**config.mk**
```make
export PLATFORM = sky130hd
export DESIGN_NAME = perm_decode_top
export DESIGN_NICKNAME = d
export VERILOG_FILES = /design/src/rtl/perm_pkg.sv /design/src/rtl/perm_leaf_dec.sv /design/src/rtl/perm_tbl_apply.sv /design/src/rtl/perm_decode_top.sv
export SDC_FILE = /design/constraint.sdc
export NUM_CORES = 1
export LEC_CHECK = 0
export ABC_AREA = 1
export BUFFER_PORTS_ARGS = -buffer_cell sky130_fd_sc_hd__buf_2
export CAP_MARGIN = 15
export CORE_AREA = 3 3 40 42
export CTS_BUF_LIST = sky130_fd_sc_hd__clkbuf_4
export DETAILED_ROUTE_END_ITERATION = 10
export DIE_AREA = 0 0 43 45
export RECOVER_POWER = 50
export SLEW_MARGIN = 10
export SYNTH_ARGS = -nofsm -noshare
export SYNTH_HDL_FRONTEND = slang
export SYNTH_SLANG_ARGS = --single-unit
```
**constraint.sdc**
```tcl
create_clock -name clk_i -period 0.9 [get_ports clk_i]
set_input_delay 0.18 -clock clk_i [delete_from_list [all_inputs] [get_ports clk_i]]
set_output_delay 0.18 -clock clk_i [all_outputs]
set_load 0.05 [all_outputs]
```
**src/rtl/perm_pkg.sv**
```systemverilog
package perm_pkg;
  typedef enum logic {
    REGIME_TWO = 1'b0,
    REGIME_ONE = 1'b1
  } regime_e;

  typedef struct packed {
    logic r;
    logic w;
    logic x;
  } rwx_t;

  typedef struct packed {
    rwx_t priv;
    rwx_t user;
  } perm_t;

  localparam int unsigned PERM_W = $bits(perm_t);
endpackage

```
**src/rtl/perm_leaf_dec.sv**
```systemverilog
module perm_leaf_dec
  import perm_pkg::*;
(
  input  regime_e    regime_i,
  input  logic [1:0] ap_i,
  input  logic       pxn_i,
  input  logic       uxn_i,
  output perm_t      perm_o
);
  logic user_wr;

  always_comb begin
    perm_o  = '0;
    user_wr = 1'b0;
    if (regime_i == REGIME_TWO) begin
      unique case (ap_i)
        2'b00: begin perm_o.priv.r = 1'b1; perm_o.priv.w = 1'b1; end
        2'b01: begin
          perm_o.priv.r = 1'b1; perm_o.priv.w = 1'b1;
          perm_o.user.r = 1'b1; perm_o.user.w = 1'b1;
        end
        2'b10: perm_o.priv.r = 1'b1;
        default: begin perm_o.priv.r = 1'b1; perm_o.user.r = 1'b1; end
      endcase
      user_wr       = perm_o.user.w;
      // user-writable pages are never privileged-executable
      perm_o.priv.x = ~pxn_i & ~user_wr;
      perm_o.user.x = ~uxn_i;
    end else begin
      perm_o.priv.r = 1'b1;
      perm_o.priv.w = ~ap_i[1];
      perm_o.priv.x = ~uxn_i;
    end
  end
endmodule

```
**src/rtl/perm_tbl_apply.sv**
```systemverilog
module perm_tbl_apply
  import perm_pkg::*;
(
  input  regime_e    regime_i,
  input  perm_t      perm_i,
  input  logic [1:0] tbl_ap_i,
  input  logic       tbl_pxn_i,
  input  logic       tbl_uxn_i,
  input  logic       hier_dis_i,
  output perm_t      perm_o
);
  always_comb begin
    perm_o = perm_i;
    if (!hier_dis_i) begin
      if (regime_i == REGIME_TWO) begin
        if (tbl_ap_i[0]) begin perm_o.user.r = 1'b0; perm_o.user.w = 1'b0; end
        if (tbl_ap_i[1]) begin perm_o.priv.w = 1'b0; perm_o.user.w = 1'b0; end
        if (tbl_pxn_i) perm_o.priv.x = 1'b0;
        if (tbl_uxn_i) perm_o.user.x = 1'b0;
      end else begin
        if (tbl_ap_i[1]) perm_o.priv.w = 1'b0;
        // execute-never of the single regime lives in the unprivileged slot
        if (tbl_uxn_i) perm_o.priv.x = 1'b0;
      end
    end
  end
endmodule

```
**src/rtl/perm_decode_top.sv**
```systemverilog
module perm_decode_top
  import perm_pkg::*;
(
  input  logic       clk_i,
  input  logic       rst_ni,
  input  logic       valid_i,
  input  logic       regime_i,
  input  logic [1:0] ap_i,
  input  logic       pxn_i,
  input  logic       uxn_i,
  input  logic [1:0] tbl_ap_i,
  input  logic       tbl_pxn_i,
  input  logic       tbl_uxn_i,
  input  logic       hier_dis_i,
  output logic       valid_o,
  output logic       priv_r_o,
  output logic       priv_w_o,
  output logic       priv_x_o,
  output logic       user_r_o,
  output logic       user_w_o,
  output logic       user_x_o
);
  regime_e regime;
  perm_t   leaf_perm, final_perm, perm_q;

  assign regime = regime_e'(regime_i);

  perm_leaf_dec i_leaf (
    .regime_i (regime),
    .ap_i     (ap_i),
    .pxn_i    (pxn_i),
    .uxn_i    (uxn_i),
    .perm_o   (leaf_perm)
  );

  perm_tbl_apply i_tbl (
    .regime_i   (regime),
    .perm_i     (leaf_perm),
    .tbl_ap_i   (tbl_ap_i),
    .tbl_pxn_i  (tbl_pxn_i),
    .tbl_uxn_i  (tbl_uxn_i),
    .hier_dis_i (hier_dis_i),
    .perm_o     (final_perm)
  );

  always_ff @(posedge clk_i or negedge rst_ni) begin
    if (!rst_ni) begin
      valid_o <= 1'b0;
      perm_q  <= '0;
    end else begin
      valid_o <= valid_i;
      if (valid_i) perm_q <= final_perm;
    end
  end

  assign priv_r_o = perm_q.priv.r;
  assign priv_w_o = perm_q.priv.w;
  assign priv_x_o = perm_q.priv.x;
  assign user_r_o = perm_q.user.r;
  assign user_w_o = perm_q.user.w;
  assign user_x_o = perm_q.user.x;
endmodule

```
==> results.cfg <==
[clock_network]
htree_levels = 1
clk_path_buf_depth = 2
clk_latency_ns = 0.24
cts_tree = yes
clk_pin_slew_ns = 0.05
cts_root_buf = clkbuf_4
cts_sinks = 7
cts_buffers = 3

[setup_path]
rr_endpoint = priv_w_o$_DFFE_PN0P_
r2r-start = priv_w_o$_DFFE_PN0P_
worstPathRequired_ns = 0.72
start_kind = flip-flop
crit_type = reg2out
rr_worst_depth = 4
end_kind = output port
critical-path-top-delay-family = flip-flops
max_stage_delay_ns = 0.40
ff2ff_setup_slack_ns = 0.04
crit_slowest_cell = dfrtp_2
path_cells = buf_6
critPathMaxFanout = 2
worstPathArrival_ns = 0.79
crit_buf_inv = 1

[routing]
wl_per_cell_um = 9.07
vias = 337
drt_pass1_iterations = 2
viasPerCell = 3.96
post-route-drc-count = 0
ant_nets = 0
wirelength_um = 771
first_iter_violations = 1

[global_routing]
grt_max_degree = 10
grt_pass1_wl_mm = 1.28
grtUsageTotal = 0.0957
grt_overflow_total = 0
antenna_found_initial = 0
grt_pass1_vias = 304

[synthesis]
yosys_warnings = 0
ys_seq_elements = 7
postSynthAreaPerCell_um2 = 7.88
postSynthCellCount = 40
yosysMostFrequentCell = nand2_1
synth-edff-count = 0
synthArstFlopShare = 1.00
synth_top_cell_by_area = dfrtp_1
synthFlopType = dfrtp_1
post-synth-top-area-fraction = 0.556
synth_common_cells = 15 x nand2_1, 7 x dfrtp_1, 6 x inv_1
ys_seq_area_frac = 0.556
synthTopCellsByArea = dfrtp_1 56%, nand2_1 18%, inv_1 7.1%
syn-num-nets = 53
ys_types = 10
netlist_area_um2 = 315

[floorplan]
die-area_um2 = 1940
rows = 13
start_util = 0.245
chipWidth_um = 43
core_region_area_um2 = 1280
io-pin-count = 20
die_h_um = 45

[layout]
antennaDiodeCount = 0
seq_area_um2 = 176
synthToLayoutAreaGrowth_pct = 77.4
finalNetCount = 84
multiInputGateArea_um2 = 116
n_fill_cell = 135
drive_gt1_frac = 0.443

[timing]
period_share = 1.08
whs_ns = 0.111
slew_violations = 0
skew_ns = 0
rsz0062_at_grt = yes
hold_violations = 0
post-route-min-period_ns = 0.971
fin_ws_ns = -0.0709
worst_pin_slew_ns = 0.371
slew_headroom = 0.753
fmax_mhz = 1030
setup_viol = 7

[power]
irDropWorstVdd_uv = 482
power_density_nw_per_um2 = 1570
p_total_uw = 880
p_leak_nw = 0.316

[job]
cap_viol_max_count = 0

[status]
outcome = complete, but fails checks
violations = negative setup slack

[worst_hold_path]
hold-path-endpoint = valid_o$_DFF_PN0_
min_from = valid_i
hold_depth = 1
hp-class = in2reg

[placed_design]
port_buffers = 19
detailed_place_hpwl_um = 605
gp_congestion = 0.701
[metal layers]
layer	GRT usage	up-vias	part of all wire
met5	0	-	0
met4	0.0723	0	0.013
met3	0.0478	2	0.086
met2	0.144	13	0.49
met1	0.104	139	0.41
li1	-	183	-
[layout make-up]
class / instances / share of cell area
timing repair buffer: 26 / 0.342
sequential: 7 / 0.315
multi-input combinational: 26 / 0.208
clock buffer: 4 / 0.0537
inverter: 7 / 0.0470
tap: 15 / 0.0336
[power by group]
part	total [mW]	switching, mW	internal, mW	leakage [nW]
combinational	0.235	0.134	0.101	0.213
clock	0.296	0.0979	0.198	0.0184
sequential	0.349	0.0132	0.336	0.0855
total	0.880	0.245	0.635	0.316
[cells in the final DEF (no fill, tap or decap), drive strengths merged]
master       Yosys  layout
clkbuf           0       6
nand2           15      15
nor2             2       2
buf              0      23
nand3            3       3
inv              7       7
o21ai            4       4
dfrtp            7       7
dlygate4sd3      0       1
or2              1       1
a21oi            1       1
[registers in the layout, summed over array words and instances (netlist names)]
register,cells
valid_o,1
priv_w_o,1
priv_x_o,1
user_w_o,1
priv_r_o,1
user_r_o,1
user_x_o,1
[worst max path at each step]
stage                               startpoint                   end  depth (start not counted)
after floorplan           priv_r_o$_DFFE_PN0P_  priv_r_o$_DFFE_PN0P_                          1
after global placement    user_w_o$_DFFE_PN0P_              user_w_o                          1
after detailed placement  user_r_o$_DFFE_PN0P_              user_r_o                          1
after CTS                 priv_r_o$_DFFE_PN0P_              priv_r_o                          1
after global routing      priv_r_o$_DFFE_PN0P_              priv_r_o                          1
final                     priv_r_o$_DFFE_PN0P_              priv_r_o                          1
[metrics by stage]
| stage | instances | util | setup WS [ns] | TNS (ns) | instance area, µm² |
|---|---|---|---|---|---|
| 2_1_floorplan | 40 | - | 0.0332 | 0 | 319 |
| 3_3_place_gp | 74 | 0.337 | 0.125 | 0 | 433 |
| 3_5_place_dp | 74 | 0.337 | 0.120 | 0 | 433 |
| 4_1_cts | 83 | 0.426 | -0.0827 | -0.490 | 547 |
| 5_1_grt | 85 | 0.435 | -0.106 | -0.683 | 559 |
| 6_report | 85 | 0.435 | -0.0709 | -0.418 | 559 |
[cells by family (layout without fill, tap and decap cells)]
| kind of cell | Yosys count | after routing | share of synthesized area |
|---|---|---|---|
| and+or+nand+nor | 21 | 21 | 0.270 |
| DFF | 7 | 7 | 0.556 |
| AOI/OAI and AO/OA | 5 | 5 | 0.0912 |
| buffers and inverters | 7 | 37 | 0.0833 |
[timing repair]
| item | 4_1_cts | 5_1_grt |
|---|---|---|
| pin swaps | 0 | 0 |
| hold endpoints to repair | 7 | 0 |
| gates resized for setup | 14 | 1 |
| setup buffers | 4 | 2 |
| hold buffers | 1 | 0 |
| setup endpoints to repair | 7 | 7 |
(Power assumes the default switching activity.)
